`src/rtl/rfsh_pkg.sv`:
```
package rfsh_pkg;
  typedef enum logic [2:0] {
    SQ_IDLE,
    SQ_CSR,   // CAS low, RAS high
    SQ_RLO,   // both low
    SQ_RHLD,  // RAS low, CAS released
    SQ_PRE    // both high, precharge
  } sq_state_e;

  typedef enum logic [1:0] {
    PH_PAUSE,
    PH_INIT,
    PH_RUN
  } phase_e;
endpackage

```
`src/rtl/rfsh_timer.sv`:
```
module rfsh_timer #(
  parameter int PERIOD = 1560
) (
  input  logic clk_i,
  input  logic rst_ni,
  input  logic en_i,
  output logic tick_o
);
  localparam int CW = (PERIOD > 2) ? $clog2(PERIOD) : 1;
  localparam logic [CW-1:0] LAST = CW'(PERIOD - 1);

  logic [CW-1:0] cnt_q;

  always_ff @(posedge clk_i or negedge rst_ni) begin
    if (!rst_ni)            cnt_q <= '0;
    else if (!en_i)         cnt_q <= '0;
    else if (cnt_q == LAST) cnt_q <= '0;
    else                    cnt_q <= cnt_q + CW'(1);
  end

  assign tick_o = en_i && (cnt_q == LAST);
endmodule

```
`src/rtl/rfsh_backlog.sv`:
```
module rfsh_backlog #(
  parameter int MAX_OWED = 8
) (
  input  logic clk_i,
  input  logic rst_ni,
  input  logic inc_i,
  input  logic dec_i,
  output logic owed_o
);
  localparam int CW = $clog2(MAX_OWED + 1);
  localparam logic [CW-1:0] TOP = CW'(MAX_OWED);

  logic [CW-1:0] cnt_q;

  always_ff @(posedge clk_i or negedge rst_ni) begin
    if (!rst_ni)
      cnt_q <= '0;
    else if (inc_i && !dec_i && cnt_q != TOP)
      cnt_q <= cnt_q + CW'(1);
    else if (dec_i && !inc_i && cnt_q != '0)
      cnt_q <= cnt_q - CW'(1);
  end

  assign owed_o = (cnt_q != '0);
endmodule

```
`src/rtl/rfsh_seq.sv`:
```
module rfsh_seq
  import rfsh_pkg::*;
#(
  parameter int T_CSR = 1,
  parameter int T_CHR = 1,
  parameter int T_RAS = 5,
  parameter int T_RP  = 3
) (
  input  logic clk_i,
  input  logic rst_ni,
  input  logic start_i,
  output logic ras_n_o,
  output logic cas_n_o,
  output logic busy_o,
  output logic done_o
);
  localparam int T_HLD = T_RAS - T_CHR;
  localparam int M1    = (T_CSR > T_CHR) ? T_CSR : T_CHR;
  localparam int M2    = (T_HLD > T_RP) ? T_HLD : T_RP;
  localparam int MAXT  = (M1 > M2) ? M1 : M2;
  localparam int CW    = $clog2(MAXT + 1);

  sq_state_e     st_q;
  logic [CW-1:0] cnt_q;
  logic          last;

  assign last = (cnt_q == '0);

  always_ff @(posedge clk_i or negedge rst_ni) begin
    if (!rst_ni) begin
      st_q  <= SQ_IDLE;
      cnt_q <= '0;
    end else begin
      case (st_q)
        SQ_IDLE: if (start_i) begin
          st_q  <= SQ_CSR;
          cnt_q <= CW'(T_CSR - 1);
        end
        SQ_CSR: if (last) begin
          st_q  <= SQ_RLO;
          cnt_q <= CW'(T_CHR - 1);
        end else cnt_q <= cnt_q - CW'(1);
        SQ_RLO: if (last) begin
          st_q  <= SQ_RHLD;
          cnt_q <= CW'(T_HLD - 1);
        end else cnt_q <= cnt_q - CW'(1);
        SQ_RHLD: if (last) begin
          st_q  <= SQ_PRE;
          cnt_q <= CW'(T_RP - 1);
        end else cnt_q <= cnt_q - CW'(1);
        SQ_PRE: if (last) begin
          st_q  <= SQ_IDLE;
          cnt_q <= '0;
        end else cnt_q <= cnt_q - CW'(1);
        default: begin
          st_q  <= SQ_IDLE;
          cnt_q <= '0;
        end
      endcase
    end
  end

  assign ras_n_o = !(st_q == SQ_RLO || st_q == SQ_RHLD);
  assign cas_n_o = !(st_q == SQ_CSR || st_q == SQ_RLO);
  assign busy_o  = (st_q != SQ_IDLE);
  assign done_o  = (st_q == SQ_PRE) && last;
endmodule

```
`src/rtl/rfsh_sched.sv`:
```
module rfsh_sched
  import rfsh_pkg::*;
#(
  parameter int PAUSE_CYC    = 20000,
  parameter int INIT_CNT     = 8,
  parameter int INTERVAL_CYC = 1560,
  parameter int MAX_OWED     = 8,
  parameter int T_CSR        = 1,
  parameter int T_CHR        = 1,
  parameter int T_RAS        = 5,
  parameter int T_RP         = 3
) (
  input  logic clk_i,
  input  logic rst_ni,
  input  logic grant_i,
  output logic ras_n_o,
  output logic cas_n_o,
  output logic we_n_o,
  output logic refresh_req_o,
  output logic busy_o,
  output logic init_done_o
);
  localparam int IW = $clog2(INIT_CNT + 1);
  localparam logic [IW-1:0] I_LAST = IW'(INIT_CNT - 1);

  phase_e        ph_q;
  logic [IW-1:0] icnt_q;
  logic          pause_tick, intv_tick;
  logic          seq_start, seq_busy, seq_done;
  logic          owed, req;

  rfsh_timer #(.PERIOD(PAUSE_CYC)) u_pause (
    .clk_i  (clk_i),
    .rst_ni (rst_ni),
    .en_i   (ph_q == PH_PAUSE),
    .tick_o (pause_tick)
  );

  rfsh_timer #(.PERIOD(INTERVAL_CYC)) u_intv (
    .clk_i  (clk_i),
    .rst_ni (rst_ni),
    .en_i   (ph_q == PH_RUN),
    .tick_o (intv_tick)
  );

  // only run-phase completions pay back owed refreshes
  rfsh_backlog #(.MAX_OWED(MAX_OWED)) u_owed (
    .clk_i  (clk_i),
    .rst_ni (rst_ni),
    .inc_i  (intv_tick),
    .dec_i  (seq_done && ph_q == PH_RUN),
    .owed_o (owed)
  );

  rfsh_seq #(
    .T_CSR (T_CSR),
    .T_CHR (T_CHR),
    .T_RAS (T_RAS),
    .T_RP  (T_RP)
  ) u_seq (
    .clk_i   (clk_i),
    .rst_ni  (rst_ni),
    .start_i (seq_start),
    .ras_n_o (ras_n_o),
    .cas_n_o (cas_n_o),
    .busy_o  (seq_busy),
    .done_o  (seq_done)
  );

  always_ff @(posedge clk_i or negedge rst_ni) begin
    if (!rst_ni) begin
      ph_q   <= PH_PAUSE;
      icnt_q <= '0;
    end else begin
      case (ph_q)
        PH_PAUSE: if (pause_tick) ph_q <= PH_INIT;
        PH_INIT: if (seq_done) begin
          if (icnt_q == I_LAST) ph_q <= PH_RUN;
          else                  icnt_q <= icnt_q + IW'(1);
        end
        PH_RUN:  ph_q <= PH_RUN;
        default: ph_q <= PH_PAUSE;
      endcase
    end
  end

  assign req       = (ph_q == PH_RUN) && owed && !seq_busy;
  assign seq_start = ((ph_q == PH_INIT) && !seq_busy) || (req && grant_i);

  assign we_n_o        = 1'b1;
  assign refresh_req_o = req;
  assign busy_o        = seq_busy;
  assign init_done_o   = (ph_q == PH_RUN);
endmodule

```
`config.mk`:
```
export PLATFORM = sky130hd
export DESIGN_NAME = rfsh_sched
export DESIGN_NICKNAME = d
export VERILOG_FILES = /design/src/rtl/rfsh_pkg.sv /design/src/rtl/rfsh_timer.sv /design/src/rtl/rfsh_backlog.sv /design/src/rtl/rfsh_seq.sv /design/src/rtl/rfsh_sched.sv
export SDC_FILE = /design/constraint.sdc
export NUM_CORES = 1
export LEC_CHECK = 0
export BUFFER_PORTS_ARGS = -buffer_cell sky130_fd_sc_hd__buf_4
export CELL_PAD_IN_SITES_DETAIL_PLACEMENT = 1
export CELL_PAD_IN_SITES_GLOBAL_PLACEMENT = 2
export CORE_UTILIZATION = 40
export DETAILED_ROUTE_END_ITERATION = 10
export GPL_TIMING_DRIVEN = 0
export PLACE_DENSITY = 0.76
export REMOVE_ABC_BUFFERS = 1
export SLEW_MARGIN = 40
export SYNTH_ARGS = -nofsm -noshare
export SYNTH_HDL_FRONTEND = slang
export SYNTH_SLANG_ARGS = --single-unit
export TNS_END_PERCENT = 1
```
`constraint.sdc`:
```
create_clock -name clk_i -period 3.7 [get_ports clk_i]
set_input_delay 0 -clock clk_i [delete_from_list [all_inputs] [get_ports clk_i]]
set_output_delay 0 -clock clk_i [all_outputs]
set_load 0.005 [all_outputs]
```
# Word level (Yosys, flattened, before mapping)
# Cells that the tools add are included.
# op_classes
n_addsub,6
mul,0
n_div,0
magnitude_cmp,0
eq_ne,18
shift,0
mux,21
n_bitwise,1
n_reduce_logical,30
# ops
operator,count
15-bit 2-to-1 mux,2
3-bit 2-to-1 mux,9
11-bit 2-to-1 mux,2
15-bit by 1-bit adder with 15-bit output (second input constant),1
15-bit equality test (second input constant),1
3-bit one-hot mux with 5 select lines,1
1-bit logical AND,12
3-bit one-hot mux with 4 select lines,1
11-bit by 1-bit adder with 11-bit output (second input constant),1
11-bit equality test (second input constant),1
4-bit by 1-bit adder with 4-bit output (second input constant),2
4-bit 2-to-1 mux,2
2-bit by 1-bit inequality test with 1-bit output (second input constant),4
2-bit inequality test (second input constant),4
3-bit by 2-bit equality test with 1-bit output (second input constant),2
3-bit zero test,2
2-bit 2-to-1 mux,3
2-bit one-hot mux with 3 select lines,1
3-bit AND reduction,2
1-bit zero test,5
5-bit AND reduction,1
4-bit by 3-bit equality test with 1-bit output (second input constant),1
4-bit inequality test (second input constant),1
4-bit nonzero test,1
other kinds (12),14
# word_totals
register_bits,42
latchBits,0
ramBits,0
rom_bits,0
in_bits,3
out_inout_bits,6
elab_cells,83
memories,0

# Logic depth before layout (Yosys ltp)
# Gate-level depths: netlist of the first run.
# logic_depth
depth_word,7
ltp_mapped,11
ltp_nobuf,11

# Cells and area by module
# Synthesis of the first run repeated with hierarchy kept, for this count alone.
# hier_totals
hier_cells,238
hier_area_um2,2404.8
# modules_own_cells
module,n_inst,cells_each,area_per_inst_um2,seq_area_each_um2
rfsh_timer at u_pause,1,75,742.0,375.4
rfsh_timer at u_intv,1,53,545.5,275.3
rfsh_seq,1,45,441.7,150.1
rfsh_sched,1,37,376.6,150.1
rfsh_backlog,1,28,299.0,100.1

# Worst setup path before layout of the first run
# No wires, ideal clock.
# synth_timing
path_kind,flip-flop to flip-flop
start,register u_intv.cnt_q[0]
end,register u_owed.cnt_q[3]
setup_time_ns,0.138
arrival_time_ns,2.458
t_required_ns,3.562
setup_slack_ns,1.104
path_stages_with_launch,12
n_path_buf,0
period_less_slack_ns,2.596
path_cell_list,dfrtp_1 -> ha_1 -> nand4b_1 -> nor4_4 -> and3_1 -> nand2_1 -> ha_1 -> a21o_1 -> a21oi_1 -> or4b_1 -> o21ai_0 -> a31oi_1
# synth_via
elab_chain_cells,6
word_cells_on_any_way,9
classes_between,1 x eq/ne; 1 x mux; 7 x reduce/logical
# synth_lines
item,line_no,text
"start, declared",rfsh_timer.sv:12,logic [CW-1:0] cnt_q;
"start signal, assigned",rfsh_timer.sv:18,else cnt_q <= cnt_q + CW'(1);
11-bit equality test (*),rfsh_timer.sv:21,assign tick_o = en_i && (cnt_q == LAST);
1-bit logical AND (*),rfsh_timer.sv:21,
1-bit zero test,rfsh_backlog.sv:20,else if (dec_i && !inc_i && cnt_q != '0)
1-bit logical AND (2 in series),rfsh_backlog.sv:20,
2-bit nonzero test (no source line),n/a,
"end signal, assigned",rfsh_backlog.sv:19,cnt_q <= cnt_q + CW'(1);
"end signal, assigned",rfsh_backlog.sv:21,cnt_q <= cnt_q - CW'(1);
"end, declared",rfsh_backlog.sv:13,logic [CW-1:0] cnt_q;
# Every way passes the cells marked *; elsewhere a longest branch is shown, timed or not.
# A chain may end at the register's enable or synchronous reset.

# Worst setup path in the final report of the first run
# Same ends and word-level chain as after synthesis.

==> results.yml, run 1 <==
run_status:
  status: "completed"
timing:
  grt_setup_unrepaired: "false"
  final-hold-violation-count: 0
  slew_viol_final: 0
  min_period_over_period: 0.819
  worst_clock_skew_ns: 0.00580
  highest_clock_rate_mhz: 330
  setup_viol: 0
  final.min_clock_period_ns: 3.03
  whs_ns: 0.239
  totalNegativeSetupSlack_ns: 0
  timing_worst_slew_pin_value_ns: 0.665
  maxSlewHeadroom: 0.557
critical_path:
  cp-start-kind: "flip-flop"
  setup.reg_to_reg.worst_slack_ns: 0.67
  timing.reg2reg.worst_path_depth: 11
  critical_path.endpoint_type: "flip-flop"
  largest_fanout_of_any_net_on_the_critical_path: 7
  crit_required_ns: 3.86
  rr_startpoint: "u_intv.cnt_q[0]"
  cp_class: "reg -> reg"
  crit-reg2reg-capture: "u_owed.cnt_q[3]"
  worst-endpoint-arrival_ns: 3.19
logic_synthesis:
  ys_warn_count: 0
  synth_flop_cell: "sky130_fd_sc_hd__dfrtp_1"
  ys_ff_latch: 42
  synthesis.area_um2: 2220
  synth.avg_cell_area_um2: 9.88
  yosys.area.top_type: "sky130_fd_sc_hd__dfrtp_1"
  postSynthCellCount: 225
  yosys.area.top_type_share: 0.473
  async_flop_share: 1.00
  synthDistinctLibCells: 44
  synth-edff-count: 0
  top_cells_by_area_synth: "sky130_fd_sc_hd__dfrtp_1, sky130_fd_sc_hd__xnor2_1, sky130_fd_sc_hd__nor2_1"
  synth_seq_area_share: 0.473
pwr:
  cell_internal_pwr_uw: 663
  switch_share: 0.202
  p_per_area_nw_per_um2: 338
  vdd_ir_drop_max_uv: 180
  sequentialPowerShare: 0.552
  power_switching_uw: 168
  power_frac_comb: 0.014
  static-leakage-power_uw: 0.00107
  clock_network_power_share: 0.434
global_route:
  grt_antenna_before_repair: 0
  grt_pass1_wl_um: 8360
  grt_start_max_net_pins: 43
  number_of_global_route_vias_before_repair: 1812
  grt_remaining_overflow: 0
  track_usage: 0.180
job:
  timing.max_cap.violations: 0
clocking:
  clkSlewWorstSetupHoldPaths_ns: 0.08
  clock_tree.buffer_depth: 2
  cts-root-buf: "sky130_fd_sc_hd__clkbuf_8"
  clock_sinks: 42
  cts_post_setup_buffers_inserted: 0
  cts_made_buffers: 5
  tritoncts_clock_tree: "done"
  clock_insertion_delay_worst_skew_ns: 0.30
  cts_htree_levels: 2
detailed_routing:
  dr.first_iter.drc_count: 99
  via_per_inst: 5.42
  detailedRoute.firstPassIterationCount: 4
  detail_route.wl_per_cell_um: 15.4
  drt_drc_violations_left: 0
  routed-via-count: 1652
  final_antenna_net_count: 0
  postRouteWirelength_um: 4710
floorplan:
  die_y_um: 76.5
  core.rowCount: 26
  die_area_um2: 5860
  num_io_pins: 9
  die_width_um: 76.5
  initial_utilization: 0.424
  core_footprint_um2: 5240
placement:
  buffer_ports.inserted: 7
  post-dp-hpwl_um: 3410
  dp_cells: 296
  place.gp.congestion: 0.713
cells_and_area:
  leading_cell_type_in_the_layout_fill_and_taps_excluded: "sky130_fd_sc_hd__dfrtp_1"
  post_route_cells_drive_above_1_share: 0.115
  instances_no_fill: 305
  multiInputGateArea_um2: 1100
  fin_util: 0.468
  layout.cells.most_common_list: "sky130_fd_sc_hd__dfrtp_1, sky130_fd_sc_hd__nor2_1, sky130_fd_sc_hd__xnor2_1"
  area_delta_synth_final_pct: 10.4
  num-fill-cells: 606
  diodes: 0
  nets: 246
  layout.area.seq_um2: 1050
hold_path:
  worstHoldPathType: "in -> async"
## cell usage after synthesis, drive strengths merged (2+ instances only)
cell    instances
a211oi          2
a21oi           8
a31o            2
a31oi           2
and2            2
and3            5
buf             3
clkbuf          3
dfrtp          42
ha              8
inv            11
mux2            3
nand2          16
nand2b          3
nand3          13
nand4           2
nor2           33
nor3            6
nor4            3
o21ai          11
or3             5
xnor2          17
xor2           12
## flip-flops by register name (all words and copies together), names as in the netlist
name           flops
u_pause.cnt_q     15
u_seq.cnt_q        3
u_intv.cnt_q      11
ph_q               2
icnt_q             4
u_owed.cnt_q       4
u_seq.st_q         3
## power groups by stage
stage	clock [uW]	combinational (uW)	sequential (uW)
2_1_floorplan	0	0.386	468
3_3_place_gp	0	11.3	468
3_5_place_dp	0	11.8	468
4_1_cts	369	12.7	458
5_1_grt	388	14.0	459
6_report	360	11.6	458
## kinds of logic after synthesis
logic type / share of synthesized area
flops: 0.473
compound gates: 0.0721
fa+ha+maj: 0.0541
xor+xnor: 0.114
buf+inv: 0.0315
other cells: 0.00169
mux: 0.0231
simple gates: 0.230
## layout make-up
| class | count | share of cell area |
|---|---|---|
| clock inverter | 1 | 0.0122 |
| multi-input combinational | 166 | 0.450 |
| tap | 70 | 0.0357 |
| inverter | 11 | 0.0168 |
| sequential | 42 | 0.428 |
| timing repair buffer | 8 | 0.0255 |
| clock buffer | 7 | 0.0311 |
## worst max-delay path by stage
stage	endpoint	startpoint	depth (start not counted)	slack [ns]
floorplan	u_owed.cnt_q[3]	u_intv.cnt_q[0]	11	1.10
global placement	u_owed.cnt_q[3]	u_intv.cnt_q[0]	11	0.86
detailed placement	u_owed.cnt_q[3]	u_intv.cnt_q[0]	11	0.67
CTS	u_owed.cnt_q[3]	u_intv.cnt_q[0]	11	0.64
global route	u_owed.cnt_q[3]	u_intv.cnt_q[0]	11	0.43
finish	u_owed.cnt_q[3]	u_intv.cnt_q[0]	11	0.67
## layer usage
layer / vias to the layer above / track usage / wire (um)
li1: 778 / - / -
met1: 839 / 0.218 / 2120
met2: 23 / 0.304 / 2360
met3: 12 / 0.0407 / 115
met4: 0 / 0.0808 / 112
met5: - / 0 / 0
## metrics by stage
step | cell area [um2] | setup slack (ns) | power [uW]
2_1_floorplan | 2190 | 1.10 | 468
6_report | 2450 | 0.669 | 830
3_5_place_dp | 2340 | 0.669 | 480
3_3_place_gp | 2330 | 0.860 | 479
5_1_grt | 2450 | 0.425 | 861
4_1_cts | 2450 | 0.640 | 841
## critical path, stage by stage, from the launching register on
cell and delay [ns]:
sky130_fd_sc_hd__dfrtp_1 0.40, sky130_fd_sc_hd__ha_1 0.25, sky130_fd_sc_hd__nand4b_1 0.19, sky130_fd_sc_hd__nor4_4 0.43, sky130_fd_sc_hd__and3_1 0.28, sky130_fd_sc_hd__nand2_1 0.13, sky130_fd_sc_hd__ha_1 0.32, sky130_fd_sc_hd__a21o_1 0.10
sky130_fd_sc_hd__a21oi_1 0.10, sky130_fd_sc_hd__or4b_1 0.49, sky130_fd_sc_hd__o21ai_0 0.10, sky130_fd_sc_hd__a31oi_1 0.11
## timing repair
action	4_1_cts	5_1_grt
hold endpoints to repair	42	0
hold buffers	1	0
gates resized for setup	0	0
(Power assumes the default switching activity.)
==> inputs of run 2 (changes only) <==
==> constraint.sdc (replaced) <==
create_clock -name clk_i -period 3.1 [get_ports clk_i]
set_input_delay 0 -clock clk_i [delete_from_list [all_inputs] [get_ports clk_i]]
set_output_delay 0 -clock clk_i [all_outputs]
set_load 0.005 [all_outputs]
==> results.yml, run 2 (synthesized netlist as in run 1, its figures left out) <==
run_status:
  status: "completed"
critical_path:
  timing.reg2reg.worst_path_depth: 11
  critical_path.endpoint_type: "flip-flop"
  crit_required_ns: 3.26
  cp-start-kind: "flip-flop"
  setup.reg_to_reg.worst_slack_ns: 0.25
  largest_fanout_of_any_net_on_the_critical_path: 4
  rr_startpoint: "u_intv.cnt_q[0]"
  crit-reg2reg-capture: "u_owed.cnt_q[3]"
  worst-endpoint-arrival_ns: 3.00
  cp_class: "reg -> reg"
cells_and_area:
  num-fill-cells: 606
  multiInputGateArea_um2: 1100
  layout.area.seq_um2: 1050
  top_register: "u_pause.cnt_q"
  fin_util: 0.470
  area_delta_synth_final_pct: 10.8
  nets: 247
  biggestRegsByFlops: "u_pause.cnt_q: 15 flops, u_intv.cnt_q: 11 flops"
  leading_cell_type_in_the_layout_fill_and_taps_excluded: "sky130_fd_sc_hd__dfrtp_1"
  post_route_cells_drive_above_1_share: 0.119
  diodes: 0
  layout.cells.most_common_list: "sky130_fd_sc_hd__dfrtp_1, sky130_fd_sc_hd__nor2_1, sky130_fd_sc_hd__xnor2_1"
  largest_register_ff_count: 15
timing:
  maxSlewHeadroom: 0.561
  min_period_over_period: 0.918
  worst_clock_skew_ns: 0.00378
  worst_slack_ns: 0.253
  timing_worst_slew_pin_value_ns: 0.658
  setup_viol: 0
  grt_setup_unrepaired: "false"
  highest_clock_rate_mhz: 351
  totalNegativeSetupSlack_ns: 0
  slew_viol_final: 0
  whs_ns: 0.243
  final.min_clock_period_ns: 2.85
  final-hold-violation-count: 0
pwr:
  p_per_area_nw_per_um2: 401
  static-leakage-power_uw: 0.00108
  vdd_ir_drop_max_uv: 217
clocking:
  clock_sinks: 42
  cts_htree_levels: 2
  cts_made_buffers: 5
  cts-root-buf: "sky130_fd_sc_hd__clkbuf_8"
  clock_insertion_delay_worst_skew_ns: 0.29
  post_cts.resized_instances: 0
  tritoncts_clock_tree: "done"
  clkSlewWorstSetupHoldPaths_ns: 0.08
  clock_tree.buffer_depth: 2
detailed_routing:
  detail_route.wl_per_cell_um: 15.3
  final_antenna_net_count: 0
  via_per_inst: 5.39
  detailedRoute.firstPassIterationCount: 4
  routed-via-count: 1648
  drt_drc_violations_left: 0
  postRouteWirelength_um: 4680
  dr.first_iter.drc_count: 87
job:
  timing.max_cap.violations: 0
global_route:
  grt_start_max_net_pins: 43
  grt_pass1_wl_um: 8360
  grt_antenna_before_repair: 0
  number_of_global_route_vias_before_repair: 1812
  track_usage: 0.180
  grt_remaining_overflow: 0
floorplan:
  initial_utilization: 0.424
  die_area_um2: 5860
  core_footprint_um2: 5240
  die_width_um: 76.5
  core.rowCount: 26
  num_io_pins: 9
  die_y_um: 76.5
placement:
  buffer_ports.inserted: 7
  place.gp.congestion: 0.713
  dp_slack_ns: 0.0692
  post-dp-hpwl_um: 3410
hold_path:
  worstHoldPathType: "in -> async"
## run 2: per-stage QoR
stage	total power, uW	area [um2]	instances
5_1_grt	1030	2460	306
3_5_place_dp	572	2340	296
2_1_floorplan	559	2190	219
4_1_cts	1000	2450	305
6_report	988	2460	306
3_3_place_gp	572	2330	296
## run 2: how the worst max path moves through the flow
stage                     from         endpoint  slack, ns  depth (start not counted)
3_5_place_dp   u_intv.cnt_q[0]  u_owed.cnt_q[3]       0.07                         11
6_report       u_intv.cnt_q[0]  u_owed.cnt_q[3]       0.25                         11
5_1_grt        u_intv.cnt_q[0]  u_owed.cnt_q[3]       0.06                         11
3_3_place_gp   u_intv.cnt_q[0]  u_owed.cnt_q[3]       0.26                         11
4_1_cts        u_intv.cnt_q[0]  u_owed.cnt_q[3]       0.04                         11
2_1_floorplan  u_intv.cnt_q[0]  u_owed.cnt_q[3]       0.50                         11
## run 2: critical path, cell delays in order, from the launching register on
cell	delay, ns
sky130_fd_sc_hd__dfrtp_1	0.40
sky130_fd_sc_hd__ha_1	0.25
sky130_fd_sc_hd__nand4b_1	0.19
sky130_fd_sc_hd__nor4_4	0.26
sky130_fd_sc_hd__and3_1	0.26
sky130_fd_sc_hd__nand2_1	0.13
sky130_fd_sc_hd__ha_1	0.32
sky130_fd_sc_hd__a21o_1	0.10
sky130_fd_sc_hd__a21oi_1	0.10
sky130_fd_sc_hd__or4b_1	0.49
sky130_fd_sc_hd__o21ai_0	0.10
sky130_fd_sc_hd__a31oi_1	0.11
## run 2: area by class of cell
type,instances,share of cell area
inverter,11,0.0168
clock inverter,1,0.0122
timing repair buffer,9,0.0285
sequential,42,0.427
tap,70,0.0356
clock buffer,7,0.0310
multi-input combinational,166,0.449
## run 2: power by group
group	internal, uW	leakage [uW]	switching, uW
clock	241	0.0000524	186
sequential	547	0.000562	0
combinational	2.53	0.000461	11.3
total	791	0.00108	197
## run 2: timing repair
action | in CTS | in global routing
buffers inserted | 0 | 1
endpoints found under the setup margin | 0 | 1
hold buffers | 1 | 0
endpoints found under the hold margin | 42 | 0
## run 2: per-layer routing
metal,track usage,vias to the layer above,share of wire
li1,-,780,-
met1,0.218,836,0.45
met2,0.304,22,0.51
met3,0.0407,10,0.023
met4,0.0808,0,0.020
met5,0,-,0
